File: config.mk
export PLATFORM = sky130hd
export DESIGN_NAME = mov_swap_elim
export DESIGN_NICKNAME = d
export VERILOG_FILES = /design/src/rtl/mse_pkg.sv /design/src/rtl/mse_pair_check.sv /design/src/rtl/mse_budget.sv /design/src/rtl/mse_alias_table.sv /design/src/rtl/mov_swap_elim.sv
export SDC_FILE = /design/constraint.sdc
export NUM_CORES = 1
export LEC_CHECK = 0
export ABC_AREA = 0
export BUFFER_PORTS_ARGS = -buffer_cell sky130_fd_sc_hd__buf_2
export CORE_MARGIN = 1
export CORE_UTILIZATION = 40
export CTS_CLUSTER_SIZE = 25
export DETAILED_ROUTE_END_ITERATION = 7
export PLACE_DENSITY = 0.72
export SYNTH_ARGS = -nofsm -noshare
export SYNTH_HDL_FRONTEND = slang
export SYNTH_SLANG_ARGS = --single-unit
File: constraint.sdc
create_clock -name clk -period 5.7 [get_ports clk]
set_input_delay 1.14 -clock clk [delete_from_list [all_inputs] [get_ports clk]]
set_output_delay 1.14 -clock clk [all_outputs]
set_load 0.02 [all_outputs]
File: src/rtl/mse_pkg.sv
package mse_pkg;

   // a request carries at most this many (source, destination) pairs
   localparam int PAIRS = 2;

   // outcome of the individual tests applied to one pair
   typedef struct packed {
      logic same_file;
      logic permitted;
      logic full_write;
      logic zero_ok;
   } pair_verdict_t;

endpackage

File: src/rtl/mse_pair_check.sv
module mse_pair_check
   import mse_pkg::*;
#(
   parameter int NUM_REGS = 16,
   parameter int NUM_FILES = 2,
   parameter int REG_W = 4,
   parameter int FILE_W = 1,
   parameter logic [NUM_FILES-1:0] ZERO_ONLY = '0
) (
   input  logic [REG_W-1:0]           rd_reg,
   input  logic [REG_W-1:0]           wr_reg,
   input  logic                       wr_clr_upper,
   input  logic [FILE_W-1:0]          ref_file,
   input  logic [NUM_REGS*FILE_W-1:0] reg_file_map,
   input  logic [NUM_REGS*REG_W-1:0]  reg_ren_map,
   input  logic [NUM_REGS-1:0]        reg_allow_map,
   input  logic [NUM_REGS-1:0]        zero_mask,
   output logic                       pair_ok,
   output logic                       src_zero,
   output logic [REG_W-1:0]           dst_eff,
   output logic [REG_W-1:0]           src_eff
);

   logic [FILE_W-1:0] rd_file, wr_file;
   logic [REG_W-1:0]  rd_ren, wr_ren;
   logic              file_zero_only;
   pair_verdict_t     verdict;

   assign rd_file = reg_file_map[rd_reg*FILE_W +: FILE_W];
   assign wr_file = reg_file_map[wr_reg*FILE_W +: FILE_W];
   assign rd_ren  = reg_ren_map[rd_reg*REG_W +: REG_W];
   assign wr_ren  = reg_ren_map[wr_reg*REG_W +: REG_W];

   assign dst_eff  = (wr_ren == '0) ? wr_reg : wr_ren;
   assign src_eff  = (rd_ren == '0) ? rd_reg : rd_ren;
   assign src_zero = zero_mask[rd_reg];

   always_comb begin
      file_zero_only = 1'b0;
      for (int f = 0; f < NUM_FILES; f++) begin
         if (ref_file == FILE_W'(f)) file_zero_only = ZERO_ONLY[f];
      end
   end

   always_comb begin
      verdict.same_file  = (rd_file == ref_file) && (wr_file == ref_file);
      verdict.permitted  = reg_allow_map[dst_eff];
      verdict.full_write = (wr_ren == '0) || (wr_ren == wr_reg) || wr_clr_upper;
      verdict.zero_ok    = !file_zero_only || src_zero;
   end

   assign pair_ok = &verdict;

endmodule

File: src/rtl/mse_budget.sv
module mse_budget #(
   parameter int NUM_FILES = 2,
   parameter int FILE_W = 1,
   parameter int CNT_W = 4,
   parameter logic [NUM_FILES*CNT_W-1:0] MAX_ELIM = '0
) (
   input  logic              clk,
   input  logic              rst_n,
   input  logic              cyc_start,
   input  logic [FILE_W-1:0] file,
   input  logic [1:0]        n_pairs,
   input  logic              commit,
   output logic              room
);

   localparam int SUM_W = CNT_W + 1;

   logic [NUM_FILES-1:0] room_vec;

   for (genvar f = 0; f < NUM_FILES; f++) begin : g_file
      localparam logic [CNT_W-1:0] LIMIT = MAX_ELIM[f*CNT_W +: CNT_W];

      logic [CNT_W-1:0] cnt_q;
      logic [CNT_W-1:0] base;
      logic [SUM_W-1:0] want;

      assign base = cyc_start ? '0 : cnt_q;
      assign want = {1'b0, base} + SUM_W'(n_pairs);

      if (LIMIT == '0) begin : g_unlimited
         assign room_vec[f] = 1'b1;
      end else begin : g_limited
         assign room_vec[f] = (want <= {1'b0, LIMIT});
      end

      always_ff @(posedge clk or negedge rst_n) begin
         if (!rst_n) begin
            cnt_q <= '0;
         end else if (commit && (file == FILE_W'(f))) begin
            cnt_q <= want[CNT_W-1:0];
         end else if (cyc_start) begin
            cnt_q <= '0;
         end
      end
   end

   always_comb begin
      room = 1'b0;
      for (int f = 0; f < NUM_FILES; f++) begin
         if (file == FILE_W'(f)) room = room_vec[f];
      end
   end

endmodule

File: src/rtl/mse_alias_table.sv
module mse_alias_table
   import mse_pkg::*;
#(
   parameter int NUM_REGS = 16,
   parameter int REG_W = 4
) (
   input  logic                        clk,
   input  logic                        rst_n,
   input  logic                        commit,
   input  logic [PAIRS-1:0]            pair_act,
   input  logic [PAIRS-1:0][REG_W-1:0] dst_eff,
   input  logic [PAIRS-1:0][REG_W-1:0] src_eff,
   input  logic                        clr_valid,
   input  logic [REG_W-1:0]            clr_reg,
   input  logic [NUM_REGS*REG_W-1:0]   reg_ren_map,
   output logic [NUM_REGS*REG_W-1:0]   alias_map
);

   logic [REG_W-1:0] alias_q [NUM_REGS];
   logic [REG_W-1:0] alias_d [NUM_REGS];
   logic [PAIRS-1:0][REG_W-1:0] src_final;
   logic [REG_W-1:0] clr_ren, clr_tgt;

   // resolve through an existing alias using the table before this request
   for (genvar p = 0; p < PAIRS; p++) begin : g_resolve
      assign src_final[p] = (alias_q[src_eff[p]] != '0) ? alias_q[src_eff[p]] : src_eff[p];
   end

   assign clr_ren = reg_ren_map[clr_reg*REG_W +: REG_W];
   assign clr_tgt = (clr_ren == '0) ? clr_reg : clr_ren;

   always_comb begin
      for (int r = 0; r < NUM_REGS; r++) alias_d[r] = alias_q[r];
      if (clr_valid && (clr_reg != '0)) begin
         for (int r = 0; r < NUM_REGS; r++) begin
            if ((REG_W'(r) == clr_tgt) || (reg_ren_map[r*REG_W +: REG_W] == clr_tgt))
               alias_d[r] = '0;
         end
      end
      if (commit) begin
         for (int p = 0; p < PAIRS; p++) begin
            if (pair_act[p]) begin
               for (int r = 0; r < NUM_REGS; r++) begin
                  if ((REG_W'(r) == dst_eff[p]) || (reg_ren_map[r*REG_W +: REG_W] == dst_eff[p]))
                     alias_d[r] = src_final[p];
               end
            end
         end
      end
   end

   always_ff @(posedge clk or negedge rst_n) begin
      if (!rst_n) begin
         for (int r = 0; r < NUM_REGS; r++) alias_q[r] <= '0;
      end else begin
         for (int r = 0; r < NUM_REGS; r++) alias_q[r] <= alias_d[r];
      end
   end

   for (genvar r = 0; r < NUM_REGS; r++) begin : g_flat
      assign alias_map[r*REG_W +: REG_W] = alias_q[r];
   end

endmodule

File: src/rtl/mov_swap_elim.sv
module mov_swap_elim
   import mse_pkg::*;
#(
   parameter int NUM_REGS = 16,
   parameter int NUM_FILES = 2,
   parameter int CNT_W = 4,
   parameter logic [NUM_FILES*CNT_W-1:0] FILE_MAX_ELIM = {4'd0, 4'd2},
   parameter logic [NUM_FILES-1:0] FILE_ZERO_ONLY = 2'b10,
   localparam int REG_W = $clog2(NUM_REGS),
   localparam int FILE_W = (NUM_FILES > 1) ? $clog2(NUM_FILES) : 1
) (
   input  logic                       clk,
   input  logic                       rst_n,
   input  logic                       cyc_start,
   input  logic                       req_valid,
   input  logic [1:0]                 req_nwr,
   input  logic [1:0]                 req_nrd,
   input  logic [REG_W-1:0]           req_wr0,
   input  logic [REG_W-1:0]           req_wr1,
   input  logic [REG_W-1:0]           req_rd0,
   input  logic [REG_W-1:0]           req_rd1,
   input  logic [1:0]                 req_clr_upper,
   input  logic [NUM_REGS*FILE_W-1:0] reg_file_map,
   input  logic [NUM_REGS*REG_W-1:0]  reg_ren_map,
   input  logic [NUM_REGS-1:0]        reg_allow_map,
   input  logic [NUM_REGS-1:0]        zero_mask,
   input  logic                       wr_plain_valid,
   input  logic [REG_W-1:0]           wr_plain_reg,
   output logic                       elim_ok,
   output logic [1:0]                 wr_zero,
   output logic [1:0]                 rd_zero,
   output logic [NUM_REGS*REG_W-1:0]  alias_map
);

   if (NUM_REGS < 4 || (1 << REG_W) != NUM_REGS) begin : g_bad_regs
      $error("mov_swap_elim: NUM_REGS must be a power of two of at least 4");
   end
   if (NUM_FILES < 1 || CNT_W < 2) begin : g_bad_files
      $error("mov_swap_elim: need at least one file and a 2-bit counter");
   end

   logic                        shape_ok, two, nonzero_ok, pair_pass, room;
   logic [FILE_W-1:0]           ref_file;
   logic [PAIRS-1:0]            pair_act, pair_ok, pair_zero;
   logic [PAIRS-1:0][REG_W-1:0] dst_eff, src_eff;
   logic [REG_W-1:0]            rd_arr [PAIRS];
   logic [REG_W-1:0]            wr_arr [PAIRS];

   assign rd_arr[0] = req_rd0;
   assign rd_arr[1] = req_rd1;
   assign wr_arr[0] = req_wr0;
   assign wr_arr[1] = req_wr1;

   // equal counts of one or two
   assign shape_ok = (req_nwr == req_nrd) && (req_nwr != 2'd0) && (req_nwr != 2'd3);
   assign two      = (req_nwr == 2'd2);
   assign pair_act = {two, 1'b1};

   // register 0 is not a register
   assign nonzero_ok = (req_wr0 != '0) && (req_rd0 != '0) &&
                       (!two || ((req_wr1 != '0) && (req_rd1 != '0)));

   assign ref_file = reg_file_map[req_wr0*FILE_W +: FILE_W];

   // source p feeds destination N-1-p
   for (genvar p = 0; p < PAIRS; p++) begin : g_pair
      logic [REG_W-1:0] wr_sel;
      logic             clr_sel;
      assign wr_sel  = two ? wr_arr[PAIRS-1-p] : wr_arr[p];
      assign clr_sel = two ? req_clr_upper[PAIRS-1-p] : req_clr_upper[p];

      mse_pair_check #(
         .NUM_REGS (NUM_REGS),
         .NUM_FILES(NUM_FILES),
         .REG_W    (REG_W),
         .FILE_W   (FILE_W),
         .ZERO_ONLY(FILE_ZERO_ONLY)
      ) u_chk (
         .rd_reg       (rd_arr[p]),
         .wr_reg       (wr_sel),
         .wr_clr_upper (clr_sel),
         .ref_file     (ref_file),
         .reg_file_map (reg_file_map),
         .reg_ren_map  (reg_ren_map),
         .reg_allow_map(reg_allow_map),
         .zero_mask    (zero_mask),
         .pair_ok      (pair_ok[p]),
         .src_zero     (pair_zero[p]),
         .dst_eff      (dst_eff[p]),
         .src_eff      (src_eff[p])
      );
   end

   assign pair_pass = &(pair_ok | ~pair_act);

   mse_budget #(
      .NUM_FILES(NUM_FILES),
      .FILE_W   (FILE_W),
      .CNT_W    (CNT_W),
      .MAX_ELIM (FILE_MAX_ELIM)
   ) u_budget (
      .clk      (clk),
      .rst_n    (rst_n),
      .cyc_start(cyc_start),
      .file     (ref_file),
      .n_pairs  (req_nwr),
      .commit   (elim_ok),
      .room     (room)
   );

   assign elim_ok = req_valid && shape_ok && nonzero_ok && pair_pass && room;

   // zero flags follow the pairing
   always_comb begin
      wr_zero = '0;
      rd_zero = '0;
      if (elim_ok) begin
         for (int p = 0; p < PAIRS; p++) begin
            if (pair_act[p]) begin
               rd_zero[p] = pair_zero[p];
               if (two) wr_zero[PAIRS-1-p] = pair_zero[p];
               else     wr_zero[p]         = pair_zero[p];
            end
         end
      end
   end

   mse_alias_table #(
      .NUM_REGS(NUM_REGS),
      .REG_W   (REG_W)
   ) u_alias (
      .clk        (clk),
      .rst_n      (rst_n),
      .commit     (elim_ok),
      .pair_act   (pair_act),
      .dst_eff    (dst_eff),
      .src_eff    (src_eff),
      .clr_valid  (wr_plain_valid),
      .clr_reg    (wr_plain_reg),
      .reg_ren_map(reg_ren_map),
      .alias_map  (alias_map)
   );

endmodule

* Word level (Yosys, flattened, before mapping)
Cells that the tools add are included.
Widths: inputs -> output; s select.
** Word-level totals
- Bits in read-only memories :: 0
- Memories :: 0
- Output and inout bits :: 69
- Bits in latches :: 0
- Register bits :: 68
- Input port bits :: 143
- Word-level logic and storage cells :: 316
- Bits in writable memories :: 0
** Operators by class
- Add/subtract/negate cells :: 1
- Bitwise logic cells :: 5
- Shift operators :: 10
- Multiply operators :: 0
- Reductions and logical operators :: 89
- $lt $le $gt $ge :: 7
- Mux-type cells :: 85
- Div/mod/pow operators :: 0
- Equal/unequal tests :: 102
** Operator list (count)
- $shiftx 64x7->4 :: 5
- $mux 4 :: 63
- $eq 4x4->1 :: 50
- $mux 64 :: 3
- $eq 4x4->1 const A :: 24
- $shiftx 16x5->1 :: 5
- $logic_or 1x1->1 :: 55
- $eq 3x4->1 const A :: 12
- $bmux 4 s4 :: 2
- $logic_not 4->1 :: 8
- $reduce_bool 4->1 :: 7
- $eq 2x4->1 const A :: 6
- $lt 4x5->1 const B :: 4
- $bmux 1 s4 :: 4
- $logic_and 1x1->1 :: 13
- $eq 1x4->1 const A :: 3
- $mux 1 :: 11
- $ge 5x5->1 const B :: 2
- $not 4->5 :: 2
- $reduce_and 4->1 :: 2
- $add 4x2->5 :: 1
- $le 5x2->1 const B :: 1
- $eq 1x1->1 :: 4
- $mux 2 :: 2
- 9 further kinds :: 10

* Logic depth before layout (Yosys ltp)
- Depth in word-level cells :: 14
- Gate-level depth with buffers :: 21
- Mapped depth without buffers :: 12

* By module
A second synthesis with hierarchy kept.
** Unflattened totals
- Cell total of the unflattened synthesis :: 1413
- Area, all modules :: 13018.7 sq um
** By module, submodules not included
- mse_alias_table :: seq. area each 1601.5 sq um, times used 1, area each 8375.5 sq um, cells an instance 1014
- mse_pair_check :: seq. area each 0.0 sq um, times used 2, area each 1960.6 sq um, cells an instance 164
- mov_swap_elim :: seq. area each 0.0 sq um, times used 1, area each 407.9 sq um, cells an instance 40
- mse_budget :: seq. area each 100.1 sq um, times used 1, area each 314.1 sq um, cells an instance 31

* Least setup slack after synthesis
OpenSTA, ideal clock, no wires.
- Kind :: input port to output port
- Start :: input port req_nwr[0]
- End :: output port wr_zero[1]
- Slack :: -0.300 ns
- Stages :: 17
- Required time :: 4.560 ns
- Path buffers :: 5
- Arrival time :: 4.860 ns
- Cells stage by stage :: nand2b_1 > buf_4 > buf_6 > buf_6 > a21oi_2 > mux4_2 > a22oi_2 > a21boi_4 > o211a_1 > buf_2 > o21ai_0 > and4_1 > a311oi_2 > a31oi_2 > buf_4 > nor2_1 > and3_1
** On the way
- Cells in the longest elaborated chain, start to end :: 13
- Elaborated cells between the ends (all ways) :: 49
- Classes of those cells :: add/sub: 1; order compare: 1; eq/ne: 7; shift: 4; mux: 13; bitwise: 2; reduce/logical: 21
** Ends and longest elaborated chain
- start, declared :: RTL line mov_swap_elim.sv:16 : input logic [1:0] req_nwr,
- $eq 2x2->1 :: RTL line mov_swap_elim.sv:56 : assign two = (req_nwr == 2'd2);
- $mux 4 :: RTL line mov_swap_elim.sv:69 : assign wr_sel = two ? wr_arr[PAIRS-1-p] : wr_arr[p];
- $shiftx 64x7->4 :: RTL line mse_pair_check.sv:32 : assign wr_ren = reg_ren_map[wr_reg*REG_W +: REG_W];
- $logic_not 4->1 :: RTL line mse_pair_check.sv:34, mse_pair_check.sv:48
- $mux 4 :: RTL line mse_pair_check.sv:34 : assign dst_eff = (wr_ren == '0) ? wr_reg : wr_ren;
- $bmux 1 s4 :: RTL line mse_pair_check.sv:47 : verdict.permitted = reg_allow_map[dst_eff];
- $mux 1 (not written as such) :: RTL line mse_pair_check.sv:47
- $reduce_and 4->1 :: RTL line mse_pair_check.sv:52 : assign pair_ok = &verdict;
- $or 2x2->2 :: RTL line mov_swap_elim.sv:94 : assign pair_pass = &(pair_ok | ~pair_act);
- $reduce_and 2->1 :: RTL line mov_swap_elim.sv:94
- $logic_and 1x1->1 :: RTL line mov_swap_elim.sv:111 : assign elim_ok = req_valid && shape_ok && nonzero_ok && pair_pass && room;
- $logic_and 1x1->1 * :: RTL line mov_swap_elim.sv:111
- named net elim_ok :: RTL line mov_swap_elim.sv:29 : output logic elim_ok,
- $mux 2 * :: RTL line mov_swap_elim.sv:117 : if (elim_ok) begin
- end, declared :: RTL line mov_swap_elim.sv:30 : output logic [1:0] wr_zero,
The timed path passes the listed nets; every way through them passes the cells marked *. The select of a mux whose other input is x is not followed.

* Worst setup path after layout
- Start :: input port req_nwr[0]
- End :: output port rd_zero[1]
** On the way
- Cells in the longest elaborated chain, start to end :: 13
- Elaborated cells between the ends (all ways) :: 49
- Classes of those cells :: add/sub: 1; order compare: 1; eq/ne: 7; shift: 4; mux: 13; bitwise: 2; reduce/logical: 21
** Ends and longest elaborated chain
- $eq 2x2->1 :: RTL line mov_swap_elim.sv:56
- $mux 4 :: RTL line mov_swap_elim.sv:69
- $shiftx 64x7->4 :: RTL line mse_pair_check.sv:32
- $logic_not 4->1 :: RTL line mse_pair_check.sv:34, mse_pair_check.sv:48
- $mux 4 :: RTL line mse_pair_check.sv:34
- $bmux 1 s4 :: RTL line mse_pair_check.sv:47
- $mux 1 (not written as such) :: RTL line mse_pair_check.sv:47
- $reduce_and 4->1 :: RTL line mse_pair_check.sv:52
- $or 2x2->2 :: RTL line mov_swap_elim.sv:94
- $reduce_and 2->1 :: RTL line mov_swap_elim.sv:94
- $logic_and 1x1->1 (2 in series) :: RTL line mov_swap_elim.sv:111
- $mux 2 * :: RTL line mov_swap_elim.sv:117
- end, declared :: RTL line mov_swap_elim.sv:31 : output logic [1:0] rd_zero,
Every way passes the cells marked *; elsewhere a longest branch is shown, timed or not. The select of a mux whose other input is x is not followed.

==> summary.md <==
| Metric | Value |
|---|---|
| Vias in the first global route | `16700` |
| Least-Margin Pin Slew | `~1000 ps` |
| GP Congestion | `1.08` |
| Largest net degree at the start of global routing | `slightly below 70` |
| Final hold slack | `536 ps` |
| FILL cells | `3194` |
| Die height | `between 150 and 200 um` |
| CP Max Fanout | `6` |
| Row count | `68` |
| Pleak | `8.06 nW` |
| H-tree lvl count | `3` |
| Core area | `~35000 um^2` |
| Clock Skew | `10.0 ps` |
| Final std cells w/o fill | `2610` |
| Final instance area | `approximately 19000 um^2` |
| Hold-fix buffer count after cts | `0` |
| Failing checks | `setup timing` |
| Largest family of logic cells by synthesized area | `compound AO/OA/AOI/OAI gates` |
| Post-synth EDFFs | `0` |
| Post-Synth Adder-Cell Area | `0.315%` |
| Die boundary width | `191 um` |
| Share of layout cells above drive strength 1 | `between 40% and 50%` |
| Post-route minimum period | `a little under 6000 ps` |
| Initial Utilization | `about two fifths` |
| Xor/xnor share of the synthesized area | `10.1%` |
| Fin crit share | `104%` |
| Detailed Place HPWL | `55500 um` |
| Clock Path Buffers | `2` |
| Routed via count | `17300` |
| Synth area leaders | `mux4_2 14%, dfrtp_1 12%, mux2i_1 8.7%` |
| Register bit count reported by yosys | `68` |
| Ports | `212` |
| Synth async-reset ratio | `between 90% and 100%` |
| TritonCTS buffer count | `9` |
| Syn avg cell area | `about 8.4 um^2` |
| Worst R2R Setup Slack | `1400 ps` |
| Synthesized instance count | `approximately 1700` |
| Worst R2R Path Depth | `13` |
| Post-synthesis cell type count | `103` |
| Setup Slack @ Placement | `-453 ps` |
| Wirelength per Cell | `27.3 um` |
| # clock sinks | `68` |
| RSZ-0062 raised after global routing | `yes` |
| Worst path max stage delay | `approximately 500 ps` |
| Synth top area share | `13.5%` |
| Vias per inst | `6.63` |
| P&R area growth vs syn | `34.5%` |
| Aggregate global-route resource usage | `38.6%` |
| F_max | `~170 MHz` |
| Placed cells | `2540` |
| Final core occ | `55.2%` |
| CTS tree | `built` |
| Synth Area in Simple Gates | `17.9%` |
| Main flop type after synthesis | `dfrtp_1` |
| Nets | `2294` |
| Reg-to-Reg End | `u_alias.alias_map[37]` |
| Slew HR | `approximately 33%` |
| First-pass GRT wire length | `106000 um` |
| Fin. Hold Viols | `0` |
| Compound-cell area share of the yosys netlist | `26.3%` |
| Arrival time at the worst endpoint | `4790 ps` |
| P per Cell Area | `roughly 230 nW/um^2` |
| Total Wirelength | `71300 um` |
| Fin Setup TNS | `-799 ps` |
| Slew Viols, Final | `0` |
| Critical Path RT | `4560 ps` |
| TritonRoute pass-1 iters | `6` |
| Tot Pwr | `4.51 mW` |
| Setup CP Type | `in -> out` |
| DRC violation count after routing | `0` |
| Clk_lat worst skew | `approximately 340 ps` |
| Seq/Total Area, Yosys | `11.9%` |
| Synth warn | `0` |
| Post-synthesis mux area share | `24.9%` |
| Max Cap Viol | `0` |
| Reg-to-reg startpoint | `u_budget.g_file[0].cnt_q[0]` |
| Setup ws final | `-230 ps` |
| Syn_nets | `1854` |
| Mapped Area | `14300 um^2` |
| Detailed Route Iter0 Violations | `2123` |
| Worst min-delay path category | `reg -> reg` |
| Setup crit start kind | `input pin` |
| CP startpoint | `req_nwr[0]` |
| Initial antenna violation count | `2` |
| Worst-path clk slew | `60 ps` |
| Status | `finished, violations left` |
| Synth area leader | `mux4_2` |
| Die area | `36500 um^2` |
| Cells along the critical path | `buf_8, nand2b_4, buf_6, buf_4, bufbuf_16, a211oi_1, a211oi_2, nor4_2, mux2_4, o2111ai_1, a311o_1, a311oi_2, or3b_4, buf_6, nor3_2, buf_4` |
| VDD IR max | `0.000251 V` |
| Worst Setup EP | `rd_zero[1]` |
| PortBufs | `~210` |
| Placed cell areas | `17800 um^2` |
| Final setup vio count | `5` |
| Slowest stage cell, crit path | `or3b_4` |
| Setup crit end kind | `output pin` |
| GRT overflow | `0` |
| CTS root buf | `clkbuf_16` |
| Remaining antenna violation count | `0` |
worst min-delay path by stage:
stage	from	end	slack [ps]	depth (start not counted)
after floorplan	u_budget.g_file[0].cnt_q[3]	u_budget.g_file[0].cnt_q[3]	490	1
after global placement	u_budget.g_file[0].cnt_q[3]	u_budget.g_file[0].cnt_q[3]	510	1
after detailed placement	u_budget.g_file[0].cnt_q[3]	u_budget.g_file[0].cnt_q[3]	530	1
after CTS	u_budget.g_file[0].cnt_q[3]	u_budget.g_file[0].cnt_q[3]	540	1
after global routing	u_budget.g_file[0].cnt_q[3]	u_budget.g_file[0].cnt_q[3]	560	1
final	u_budget.g_file[0].cnt_q[3]	u_budget.g_file[0].cnt_q[3]	540	1
cells in the mapped netlist (7+ instances only):
master and count:
nand2_1 146, mux2i_1 124, nor2_1 103, xnor2_1 93
mux4_2 86, a21oi_1 80, inv_1 78, o21ai_0 75
xor2_1 72, dfrtp_1 68, clkbuf_1 67, a211oi_1 41
o22ai_2 35, buf_2 33, nand2b_1 33, buf_1 30
o22ai_1 30, nor3_1 29, nand4_1 27, mux2_2 26
nand3_1 26, nor4_1 25, nor2b_1 24, buf_6 23
a2111oi_0 18, a31oi_1 16, buf_4 16, nor3b_1 16
o22a_1 15, and2_1 14, and3_1 14, a22oi_1 12
o211ai_1 11, o2111ai_1 10, or2_2 9, a21o_1 8
o31ai_4 8, a32oi_1 7, a41oi_1 7
logic make-up after synthesis:
logic type                 count (synthesis)
buffers and inverters                    251
AOI/OAI and AO/OA                        475
xor gates and xnor gates                 165
muxes                                    243
DFF                                       68
and+or+nand+nor                          503
adders and majority gates                  3
placed cells by master, fill, tap and decap left out, drive strengths merged, types with 65 or more instances in the layout:
cell | synthesis | final
o21ai | 81 | 81
xnor2 | 93 | 93
o22ai | 65 | 65
buf | 103 | 598
mux2i | 126 | 126
dfrtp | 68 | 68
nand2 | 147 | 147
xor2 | 72 | 72
nor2 | 105 | 105
inv | 80 | 81
mux4 | 86 | 86
a21oi | 84 | 84
power breakdown:
part           total, mW  switching [mW]  internal, mW
clock network      0.588           0.225         0.363
registers          0.686           0.113         0.573
logic               3.24            1.88          1.36
flip-flops by register name, summed over array words and instances, names as in the netlist:
name                   cells
u_budget.g_file.cnt_q      4
u_alias.alias_map         64
metal layers:
metal,track usage [%],routed length (um),vias to the layer above
li1,-,-,7319
met4,23.8,5330,0
met2,59.4,30600,1371
met3,8.81,8440,312
met1,48.9,26900,8292
met5,0,0,-
layout make-up:
class	count	area [um^2]	share of cell area (%)
Multi-Input combinational cell	1389	12000	62.5
Timing Repair Buffer	599	4330	22.5
Sequential cell	68	1700	8.84
Tap cell	455	569	2.96
Inverter	81	304	1.58
Clock buffer	11	253	1.31
Clock inverter	5	58.8	0.306
Antenna cell	2	5.00	0.0260
critical path: cells and delay by family:
family,cells,cell delay [ps]
buf+inv,6,970
mux,1,270
simple gates,4,1220
compound gates,5,1190
repair_timing:
action,in CTS,in global routing
pin swaps,39,27
buffers inserted,34,16
gates cloned,2,0
resized for setup,126,31
setup endpoints to repair,5,5
hold endpoints to repair,0,0
Power figures use the tool's default switching activity.
